`src/rtl/lc4b5b_pkg.sv`:
```
package lc4b5b_pkg;
  localparam int NibW = 4;
  localparam int SymW = 5;
  localparam int NibCount = 2 ** NibW;
  localparam int CntW = $clog2(SymW);

  typedef logic [NibW-1:0] nib_t;
  typedef logic [SymW-1:0] sym_t;

  localparam sym_t SymIdle = 5'b11111;

  typedef struct packed {
    logic txLoad;
    logic txShift;
    logic rxSample;
    logic rxEnd;
  } strobe_t;

  function automatic sym_t encNib(input nib_t n);
    sym_t s;
    case (n)
      4'h0: s = 5'b11110;
      4'h1: s = 5'b01001;
      4'h2: s = 5'b10100;
      4'h3: s = 5'b10101;
      4'h4: s = 5'b01010;
      4'h5: s = 5'b01011;
      4'h6: s = 5'b01110;
      4'h7: s = 5'b01111;
      4'h8: s = 5'b10010;
      4'h9: s = 5'b10011;
      4'hA: s = 5'b10110;
      4'hB: s = 5'b10111;
      4'hC: s = 5'b11010;
      4'hD: s = 5'b11011;
      4'hE: s = 5'b11100;
      default: s = 5'b11101;
    endcase
    return s;
  endfunction

  function automatic logic isCtrlSym(input sym_t s);
    logic r;
    case (s)
      5'b11111, 5'b00000, 5'b00100,
      5'b00111, 5'b01100, 5'b01101,
      5'b10001, 5'b11000, 5'b11001: r = 1'b1;
      default: r = 1'b0;
    endcase
    return r;
  endfunction
endpackage

```
`src/rtl/lc_ctrl.sv`:
```
module lc_ctrl
  import lc4b5b_pkg::*;
(
  input  logic    clk,
  input  logic    rstN,
  input  logic    bitTick,
  input  logic    rxSymEnd,
  output strobe_t st
);
  localparam logic [CntW-1:0] LastBit = CntW'(SymW - 1);

  logic [CntW-1:0] bitCnt;

  always_ff @(posedge clk) begin
    if (!rstN) begin
      bitCnt <= '0;
    end else if (bitTick) begin
      bitCnt <= (bitCnt == LastBit) ? '0 : bitCnt + 1'b1;
    end
  end

  always_comb begin
    st.txLoad   = bitTick && (bitCnt == '0);
    st.txShift  = bitTick && (bitCnt != '0);
    st.rxSample = bitTick;
    st.rxEnd    = bitTick && rxSymEnd;
  end

  AST_LOAD_SPACED: assert property (@(posedge clk) disable iff (!rstN)
    st.txLoad |=> !st.txLoad);

endmodule

```
`src/rtl/lc_datapath.sv`:
```
module lc_datapath
  import lc4b5b_pkg::*;
(
  input  logic    clk,
  input  logic    rstN,
  input  strobe_t st,
  input  nib_t    txData,
  input  logic    txValid,
  output logic    txLine,
  input  logic    rxLine,
  output nib_t    rxData,
  output logic    rxDataValid,
  output logic    rxCtrl,
  output logic    rxViolation,
  output sym_t    rxSymbol
);
  // transmit path
  logic [SymW-2:0] txRest;
  sym_t loadSym;
  logic curBit;

  always_comb begin
    loadSym = txValid ? encNib(txData) : SymIdle;
    curBit  = st.txLoad ? loadSym[SymW-1] : txRest[SymW-2];
  end

  always_ff @(posedge clk) begin
    if (!rstN) begin
      txRest <= '0;
      txLine <= 1'b0;
    end else begin
      if (st.txLoad) begin
        txRest <= loadSym[SymW-2:0];
      end else if (st.txShift) begin
        txRest <= {txRest[SymW-3:0], 1'b0};
      end
      if (st.txLoad || st.txShift) begin
        txLine <= txLine ^ curBit;
      end
    end
  end

  // receive path
  logic rxPrev;
  logic [SymW-2:0] rxHist;
  logic rxBit;
  sym_t rxWord;
  logic decHit;
  nib_t decNib;
  logic ctrlHit;

  always_comb begin
    rxBit   = rxLine ^ rxPrev;
    rxWord  = {rxHist, rxBit};
    ctrlHit = isCtrlSym(rxWord);
    decHit  = 1'b0;
    decNib  = '0;
    for (int i = 0; i < NibCount; i++) begin
      if (encNib(nib_t'(i)) == rxWord) begin
        decHit = 1'b1;
        decNib = nib_t'(i);
      end
    end
  end

  always_ff @(posedge clk) begin
    if (!rstN) begin
      rxPrev      <= 1'b0;
      rxHist      <= '0;
      rxData      <= '0;
      rxSymbol    <= '0;
      rxDataValid <= 1'b0;
      rxCtrl      <= 1'b0;
      rxViolation <= 1'b0;
    end else begin
      if (st.rxSample) begin
        rxPrev <= rxLine;
        rxHist <= {rxHist[SymW-3:0], rxBit};
      end
      rxDataValid <= st.rxEnd && decHit;
      rxCtrl      <= st.rxEnd && !decHit && ctrlHit;
      rxViolation <= st.rxEnd && !decHit && !ctrlHit;
      if (st.rxEnd) begin
        rxSymbol <= rxWord;
        if (decHit) rxData <= decNib;
      end
    end
  end

  AST_TX_HOLD: assert property (@(posedge clk) disable iff (!rstN)
    !(st.txLoad || st.txShift) |=> $stable(txLine));

  AST_IDLE_TOGGLE: assert property (@(posedge clk) disable iff (!rstN)
    (st.txLoad && !txValid) |=> (txLine != $past(txLine)));

  AST_ONE_CLASS: assert property (@(posedge clk) disable iff (!rstN)
    $onehot0({rxDataValid, rxCtrl, rxViolation}));

  AST_RX_AFTER_END: assert property (@(posedge clk) disable iff (!rstN)
    (rxDataValid || rxCtrl || rxViolation) |-> $past(st.rxEnd));

endmodule

```
`src/rtl/line_coder_4b5b.sv`:
```
module line_coder_4b5b
  import lc4b5b_pkg::*;
(
  input  logic       clk,
  input  logic       rstN,
  input  logic       bitTick,
  input  logic [3:0] txData,
  input  logic       txValid,
  output logic       txReady,
  output logic       txLine,
  input  logic       rxLine,
  input  logic       rxSymEnd,
  output logic [3:0] rxData,
  output logic       rxDataValid,
  output logic       rxCtrl,
  output logic       rxViolation,
  output logic [4:0] rxSymbol
);
  strobe_t st;

  lc_ctrl uCtrl (
    .clk      (clk),
    .rstN     (rstN),
    .bitTick  (bitTick),
    .rxSymEnd (rxSymEnd),
    .st       (st)
  );

  lc_datapath uPath (
    .clk         (clk),
    .rstN        (rstN),
    .st          (st),
    .txData      (txData),
    .txValid     (txValid),
    .txLine      (txLine),
    .rxLine      (rxLine),
    .rxData      (rxData),
    .rxDataValid (rxDataValid),
    .rxCtrl      (rxCtrl),
    .rxViolation (rxViolation),
    .rxSymbol    (rxSymbol)
  );

  assign txReady = st.txLoad;

endmodule

```
`config.mk`:
```
export PLATFORM = sky130hd
export DESIGN_NAME = line_coder_4b5b
export DESIGN_NICKNAME = d
export VERILOG_FILES = /design/src/rtl/lc4b5b_pkg.sv /design/src/rtl/lc_ctrl.sv /design/src/rtl/lc_datapath.sv /design/src/rtl/line_coder_4b5b.sv
export SDC_FILE = /design/constraint.sdc
export NUM_CORES = 1
export LEC_CHECK = 0
export ABC_AREA = 1
export BUFFER_PORTS_ARGS = -buffer_cell sky130_fd_sc_hd__buf_2
export CORE_ASPECT_RATIO = 0.9
export CORE_MARGIN = 3
export CORE_UTILIZATION = 35
export CTS_BUF_LIST = sky130_fd_sc_hd__clkbuf_4
export DETAILED_ROUTE_END_ITERATION = 12
export MAX_ROUTING_LAYER = met4
export PLACE_DENSITY_LB_ADDON = 0.3
export SETUP_SLACK_MARGIN = 0.5
export SYNTH_ARGS = -nofsm -noshare
export SYNTH_HDL_FRONTEND = slang
export SYNTH_SLANG_ARGS = --single-unit
```
`constraint.sdc`:
```
create_clock -name clk -period 2.1 [get_ports clk]
set_input_delay 0.315 -clock clk [delete_from_list [all_inputs] [get_ports clk]]
set_output_delay 0.315 -clock clk [all_outputs]
set_load 0.01 [all_outputs]
```
==> flow_summary.toml, run 1 <==
[place]
place_congestion = 0.8883
hpwl_microns = 2322
pre_cts_slack_ns = 0.1698
io_buffers = 23
dpl_cell_area_sq_um = 1548

[cells_and_area]
antenna_cells = 0
layout.nets = 244
syn_to_final_growth_pct = 30.68
final_layout_size_suffix_gt1_share_pct = 33.04
fin_area_sq_um = 1743

[global_route]
grt_pass1_vias = 1254
overflow = 0
grt_usage_pct = 15.99
grt_start_max_net_pins = 17
grt_antenna_before_repair = 0
grt_pass1_wl_microns = 5747

[worst_setup_path]
crit_type = "reg2reg"
reg2reg_from = "uPath.rxPrev"
cp.required_ns = 2.32
crit_path_start = "uPath.rxPrev"
worst_ep_arrival_time_ns = 1.98
end_kind = "register"
crit_fanout = 6
critPathLaunchType = "register"

[drt]
vias = 1347
drt_iter0_drc = 83
drc_errors = 0
post_drt_wl_per_cell_microns = 12.51
antenna_left = 0
dr.pass1.iters = 5
vias_per_cell = 4.970
wirelength_microns = 3390

[sta]
min_period_over_period_pct = 84.01
setup_ws_ns = 0.3358
slew_violations = 0
max_clock_freq_mhz = 566.8
period_needed_ns = 1.764
fin_skew_ns = 0.01135
slew_headroom_pct = 74.05
tns_ns = 0
finalSetupViolCount = 0
hold_viol = 0
worst_slew_pin_slew_ns = 0.3888
rsz0062_at_grt = "true"

[clock_network]
clk_latency_ns = 0.32
cts_tree = "yes"
cts.sink_count = 25
cts_hold_buf = 0
clk_root_buffer_cell = "clkbuf_4"
cts_made_buffers = 3
cts_buffer_depth = 2
clk_pin_slew_ns = 0.13
cts_max_level = 1

[synth]
synthDistinctLibCells = 24
synth_area_per_cell_sq_um = 6.805
synth_cells = 196
ys_async_sr_fraction_pct = 0
synth_top_area_cell = "dfxtp_1"
synth_top_cell_area_share_pct = 37.52
syn_area_sq_um = 1334
ys_ff_latch = 25
synth_edf_count = 0
yosysWarnings = 0
ys_top_cells_by_area = "dfxtp_1 38%, nand2_1 11%, a21oi_1 8.3%, o21ai_0 7.1%, inv_1 6.5%"
synth_ff_type = "dfxtp_1"
yosysSeqAreaShare_pct = 37.52
synthesis.nets = 212

[die]
die_w_microns = 71.07
rows = 20
num_io_pins = 24
start_util_pct = 38.07
dieArea_sq_um = 4589
die_h_microns = 64.57
core_sq_um = 3503

[flow_run]
drv_cap = 0

[run_status]
status = "complete, no violations"

[pwr]
power.density_nw_per_um2 = 572.9
p_leak_nw = 0.8345
p_total_uw = 998.6
ir_drop_v = 0.0004113

[hold_path]
hp-start = "rxLine"
hold_class = "in2reg"
[synthesized netlist by cell type (2+ instances only)]
master    count
a21oi_1      22
a22oi_1       3
buf_2         2
clkbuf_1      3
clkinv_1      2
dfxtp_1      25
ha_1          6
inv_1        23
nand2_1      39
nand2_2       3
nand3_1      13
nand4_1       3
nor2_1       18
nor2_2        2
nor3_1        4
o21ai_0      19
o221ai_1      2
[through the flow]
stage / util [%] / hold slack (ns) / instances
finish: 49.75 / 0.3048 / 271
global route: 49.75 / 0.3088 / 271
CTS: 47.32 / 0.2818 / 267
detailed placement: 44.18 / 0.4507 / 259
global placement: 44.18 / 0.4437 / 259
floorplan: - / 0.4422 / 196
[state kept, by name, indices dropped and copies added (netlist names)]
register,count
uPath.rxCtrl,1
uPath.rxDataValid,1
uPath.txRest,4
uCtrl.bitCnt,3
uPath.txLine,1
uPath.rxViolation,1
uPath.rxHist,4
uPath.rxPrev,1
uPath.rxSymbol,5
uPath.rxData,4
[power by group]
group / total (mW) / switching (mW) / internal (mW)
combinational: 0.239 / 0.143 / 0.0968
clock: 0.232 / 0.144 / 0.0874
sequential: 0.527 / 0.0239 / 0.503
[worst paths after layout]
kind,end,slack (ns),cells after the start
setup / recovery,uPath.rxDataValid,0.34,12
hold / removal,uPath.rxPrev,0.30,3
hold reg to reg,uPath.rxData[1],0.47,2
setup reg to reg,uPath.rxDataValid,0.34,12
[critical path, cell delays in order (launching register included)]
cell	delay [ns]
dfxtp_4	0.38
xnor2_4	0.18
inv_2	0.10
ha_4	0.18
nand2_4	0.08
inv_4	0.04
o21ai_2	0.13
nand2_2	0.10
nor2_4	0.13
nand2_2	0.09
nand2_4	0.10
buf_4	0.13
nor2_2	0.03
[layout by cell type, fill, tap and decap left out, types with 2 or more instances in the layout]
master    count
nand2_1      34
buf_2        23
dfxtp_1      22
a21oi_1      21
o21ai_0      18
inv_1        17
nor2_1       12
nand3_1      11
buf_4         9
inv_2         6
nand2_2       5
nor2_2        4
nor2_4        4
clkbuf_4      4
nand2_4       3
nand4_1       3
nor3_1        3
ha_4          3
nand3_2       2
clkinv_1      2
a22oi_2       2
o221ai_1      2
ha_1          2
dfxtp_2       2
[layout make-up]
cell class	count	area (sq um)
fillers	357	1760
multi-input cells	140	868.3
flip-flops and latches	25	506.7
repair buffers	32	182.7
inverters	26	100.1
well taps	44	55.05
clock buffers	4	30.03
[timing repair]
item / 4_1_cts / 5_1_grt
gates resized for setup: 16 / 15
cloned: 0 / 0
setup buffers: 4 / 4
setup endpoints to repair: 8 / 8
pin swaps: 9 / 6
[logic make-up (layout without fill, tap and decap cells)]
kind of cell / Yosys count / in the layout / synth area share, %
xor+xnor: 1 / 1 / 0.6568
simple gates: 84 / 84 / 27.20
compound gates: 49 / 49 / 20.08
flops: 25 / 25 / 37.52
fa+ha+maj: 6 / 6 / 5.628
buf+inv: 31 / 62 / 8.912
[layer usage]
metal  GRT usage [%]  vias to the layer above  routed length (microns)  part of all wire (%)
li1                -                      713                        -                     -
met1           20.09                      613                     1634                    48
met2           25.23                       19                     1640                    48
met3           3.566                        2                       96                   2.8
met4           5.869                        0                       19                  0.56
met5               -                        -                        0                     0
No activity file was read; power rests on OpenSTA's default activity.
==> inputs of run 2 (changes only) <==
==> constraint.sdc (replaced) <==
create_clock -name clk -period 1.69 [get_ports clk]
set_input_delay 0.2535 -clock clk [delete_from_list [all_inputs] [get_ports clk]]
set_output_delay 0.2535 -clock clk [all_outputs]
set_load 0.01 [all_outputs]
==> flow_summary.toml, run 2 (synthesis results as in run 1) <==
[cells_and_area]
syn_to_final_growth_pct = 44.18
final_layout_size_suffix_gt1_share_pct = 39.09
multi_input_area_sq_um = 913.4
layout_commonest_cell = "nand2_1"
layout.nets = 260
fin_area_sq_um = 1923
regMostFlops = "uPath.rxSymbol"
seq_area_sq_um = 508.0
final.fill_count = 337
layout_common_cells = "33 x nand2_1, 23 x buf_4, 22 x buf_2"
largest_reg_flops = 5
antenna_cells = 0

[drt]
vias_per_cell = 4.979
m1WireLength_microns = 1696
dr.max_layer_used = "met4"
wirelength_microns = 3624
drt_iter0_drc = 78
dr_wl_met3_microns = 136
antenna_left = 0
post_drt_wl_per_cell_microns = 12.63
vias = 1429
met2_length_microns = 1723
dr.pass1.iters = 4
drc_errors = 0

[place]
dpl_cell_area_sq_um = 1607
place_congestion = 0.8846
hpwl_microns = 2318
io_buffers = 23

[die]
rows = 20
die_h_microns = 64.57
core_sq_um = 3503
die_w_microns = 71.07
dieArea_sq_um = 4589
num_io_pins = 24
start_util_pct = 38.07

[run_status]
status = "finished with violations"
violations = "setup timing"

[sta]
finalSetupViolCount = 7
min_period_over_period_pct = 105.5
hold_ws_ns = 0.2327
period_needed_ns = 1.782
slew_headroom_pct = 71.46
max_clock_freq_mhz = 561.0
worst_slew_pin_slew_ns = 0.4275
rsz0062_at_grt = "true"
fin_skew_ns = 0.01259
hold_viol = 0
slew_violations = 0
setup_ws_ns = -0.09242

[global_route]
grt_pass1_wl_microns = 5871
grt_pass1_vias = 1298
overflow = 0
grt_start_max_net_pins = 17
grt_usage_pct = 16.08
grt_antenna_before_repair = 0

[clock_network]
cts_made_buffers = 3
cts.sink_count = 25
cts_tree = "yes"
clk_root_buffer_cell = "clkbuf_4"
cts_buffer_depth = 2
cts_max_level = 1
clk_pin_slew_ns = 0.15
clk_latency_ns = 0.32

[pwr]
power.density_nw_per_um2 = 673.9
ir_drop_v = 0.0004489
p_leak_nw = 0.9130

[worst_setup_path]
cp.required_ns = 1.95
crit_type = "reg2reg"
r2r.worst_path.cells = 12
end_kind = "register"
crit_fanout = 6
worst_ep_arrival_time_ns = 2.04
r2r_slack_ns = -0.09
critPathLaunchType = "register"

[flow_run]
drv_cap = 0

[hold_path]
holdPathStages = 3
hold_class = "in2reg"
-- run 2: changes by cell type in the layout (fill, tap and decap cells not counted), moves of 2 or more --
cell / change
nor2_2: -2
inv_2: -2
buf_4: +14
nor2_4: +2
a21oi_1: -2
a21oi_2: +2
o21ai_1: +2
o21ai_0: -2
buf_6: +3
-- run 2: critical path: stages (launching register included) --
cell and delay [ns]:
dfxtp_4 0.39, xnor2_4 0.17, inv_2 0.09, ha_4 0.18
nand2_4 0.08, inv_4 0.04, o21ai_2 0.14, nand2_2 0.10
nor2_4 0.15, nand2_4 0.08, nand2_4 0.10, nand2_2 0.07
a21oi_2 0.12
-- run 2: path summary, 6_finish.rpt --
| check | start | endpoint |
|---|---|---|
| hold reg to reg | uPath.rxData[1] | uPath.rxData[1] |
| hold / removal | txData[0] | uPath.txRest[0] |
| setup / recovery | uPath.rxPrev | uPath.rxData[3] |
| setup reg to reg | uPath.rxPrev | uPath.rxData[3] |
-- run 2: metal layers --
metal / track usage, % / up-vias
li1: - / 745
met1: 21.40 / 642
met2: 24.42 / 38
met3: 2.171 / 4
met4: 7.042 / 0
met5: - / -
-- run 2: repair_timing --
action,4_1_cts,5_1_grt
pin swaps,11,8
gates resized for setup,34,13
endpoints found under the hold margin,0,0
hold buffers,0,0
buffers inserted,9,5
endpoints found under the setup margin,12,14
-- run 2: cell type report --
class / count / area share (%)
multi-input combinational: 140 / 47.50
sequential: 25 / 26.42
timing repair buffer: 48 / 16.46
inverter: 26 / 5.335
tap: 44 / 2.863
clock buffer: 3 / 1.171
clock inverter: 1 / 0.2602
-- run 2: power by group --
part / total, mW / switching (mW) / internal, mW
clock: 0.278 / 0.189 / 0.0886
sequential: 0.655 / 0.0293 / 0.626
combinational: 0.363 / 0.200 / 0.163
-- run 2: stage by stage --
stage	worst slack (ns)	TNS, ns	util, %	power (mW)	cells
5_1_grt	-0.2179	-1.211	54.89	1.374	287
4_1_cts	-0.04147	-0.1229	52.54	1.268	282
6_report	-0.09242	-0.3832	54.89	1.296	287
3_5_place_dp	-0.2083	-1.040	45.86	0.9319	269
2_1_floorplan	0.03149	0	-	0.8409	196
3_3_place_gp	-0.2276	-1.195	45.86	0.9341	269
==> inputs of run 3 (changes only) <==
--- a/config.mk
+++ b/config.mk
@@ -8,12 +8,12 @@
 export ABC_AREA = 1
 export BUFFER_PORTS_ARGS = -buffer_cell sky130_fd_sc_hd__buf_2
 export CORE_ASPECT_RATIO = 0.9
-export CORE_MARGIN = 3
+export CORE_MARGIN = 4
 export CORE_UTILIZATION = 35
 export CTS_BUF_LIST = sky130_fd_sc_hd__clkbuf_4
 export DETAILED_ROUTE_END_ITERATION = 12
 export MAX_ROUTING_LAYER = met4
-export PLACE_DENSITY_LB_ADDON = 0.3
+export PLACE_DENSITY = 0.57
 export SETUP_SLACK_MARGIN = 0.5
 export SYNTH_ARGS = -nofsm -noshare
 export SYNTH_HDL_FRONTEND = slang
==> flow_summary.toml, run 3 (synthesis results as in run 1) <==
[run_status]
status = "finished with violations"
violations = "setup timing"

[worst_setup_path]
critPathLaunchType = "register"
end_kind = "register"
crit_chain = "xnor2_4, inv_2, ha_4, nand2_4, inv_2, o21ai_2, nand2_2, nor2_2, buf_4, nand4_1, a21oi_1"
max_stage_delay_ns = 0.39
crit_buf_inv = 3
crit_family = "simple AND/OR/NAND/NOR gates"
worst_ep_arrival_time_ns = 2.07
crit_fanout = 4
cp.required_ns = 1.95
crit_type = "reg2reg"
cp_slowest_cell = "dfxtp_4"
cp_common_cell = "inv_2"

[drt]
drc_errors = 0
wirelength_microns = 3640
vias = 1455
vias_per_cell = 5.052
antenna_left = 0
post_drt_wl_per_cell_microns = 12.64
dr.pass1.iters = 4
drt_iter0_drc = 153

[pwr]
intPower_uw = 870.8
sequentialPowerShare_pct = 50.8
ir_drop_v = 0.0003559
power.density_nw_per_um2 = 681.3
p_sw_uw = 416.3
clockPowerShare_pct = 21.9
p_leak_nw = 0.8918
switching_share_pct = 32.35
combPwrFrac_pct = 27.2
p_total_mw = 1.287

[sta]
min_period_over_period_pct = 106.9
setup_ws_ns = -0.1165
slew_headroom_pct = 73.28
fin_skew_ns = 0.009981
rsz0062_at_grt = "true"
period_needed_ns = 1.806
hold_viol = 0
worst_slew_pin_slew_ns = 0.3984
finalSetupViolCount = 7
max_clock_freq_mhz = 553.6
slew_violations = 0

[cells_and_area]
antenna_cells = 0
syn_to_final_growth_pct = 41.65
largest_reg_flops = 5
regMostFlops = "uPath.rxSymbol"
multi_input_area_sq_um = 885.9
layout.nets = 259
final_layout_size_suffix_gt1_share_pct = 39.67
seq_area_sq_um = 506.7
layout_commonest_cell = "nand2_1"
postLayoutCoreUtil_pct = 51.00
fin_cells = 288
final.fill_count = 362
fin_area_sq_um = 1889
layout_common_cells = "33 x nand2_1, 22 x buf_2, 22 x buf_4, 22 x dfxtp_1, 18 x a21oi_1"

[flow_run]
drv_cap = 0

[clock_network]
cts_tree = "yes"
cts_made_buffers = 3
cts_hold_buf = 0
clk_latency_ns = 0.33
cts_buffer_depth = 2
cts_max_level = 1
clk_root_buffer_cell = "clkbuf_4"
cts.sink_count = 25
clk_pin_slew_ns = 0.15

[global_route]
overflow = 0
grt_pass1_vias = 1315
grt_antenna_before_repair = 0
grt_start_max_net_pins = 17
grt_usage_pct = 16.37
grt_pass1_wl_microns = 6127

[die]
die_h_microns = 66.57
core_sq_um = 3705
dieArea_sq_um = 4864
num_io_pins = 24
start_util_pct = 36.00
die_w_microns = 73.07
rows = 21

[place]
pre_cts_slack_ns = -0.2424
place_inst = 274
hpwl_microns = 2566
place_congestion = 0.8927
dpl_cell_area_sq_um = 1632
io_buffers = 23

[hold_path]
hold_class = "in2reg"
run 3: cell types whose count changed in the layout (fill, tap and decap cells not counted), sizes merged:
| cell | change |
|---|---|
| buf | -1 |
| clkinv | -1 |
| clkinvlp | +1 |
run 3: worst min-delay path: stages:
cell and delay [ns]:
buf_2 0.09, o21ai_2 0.06, a21oi_1 0.10
run 3: cell type report:
cell class | instances | share of cell area (%)
multi-input cells | 140 | 46.89
flip-flops and latches | 25 | 26.82
repair buffers | 47 | 16.36
inverters | 26 | 5.298
well taps | 46 | 3.046
clock buffers | 3 | 1.192
clock inverters | 1 | 0.3974
run 3: worst paths after layout:
path / start / end / slack (ns) / depth (start not counted)
max: uPath.rxPrev / uPath.rxViolation / -0.12 / 11
min reg2reg: uPath.rxData[1] / uPath.rxData[1] / 0.46 / 2
max reg2reg: uPath.rxPrev / uPath.rxViolation / -0.12 / 11
min: txData[0] / uPath.txRest[0] / 0.20 / 3
run 3: what timing repair did:
item	CTS	global route
resized for setup	28	14
buffers inserted	6	4
setup endpoints to repair	12	13
pin swaps	11	11
run 3: per-stage QoR:
stage | hold slack (ns) | setup TNS [ns]
after floorplan | 0.3883 | 0
after global placement | 0.4483 | -1.311
after detailed placement | 0.4488 | -1.294
after CTS | 0.2170 | -0.2517
after global routing | 0.2241 | -1.280
final | 0.2031 | -0.6339
run 3: per-layer routing:
metal | GRT usage, % | vias up | share of wire [%]
met2 | 22.99 | 36 | 45
met3 | 2.866 | 4 | 4.4
met1 | 23.77 | 677 | 50
met4 | 4.608 | 0 | 1.1
met5 | - | - | 0
li1 | - | 738 | -
run 3: power by group through the flow:
stage	clock [mW]	sequential, mW	combinational [mW]
after global placement	0	0.664	0.274
after global routing	0.320	0.660	0.390
final	0.282	0.654	0.350
after detailed placement	0	0.664	0.275
after floorplan	0	0.665	0.176
after CTS	0.291	0.654	0.329
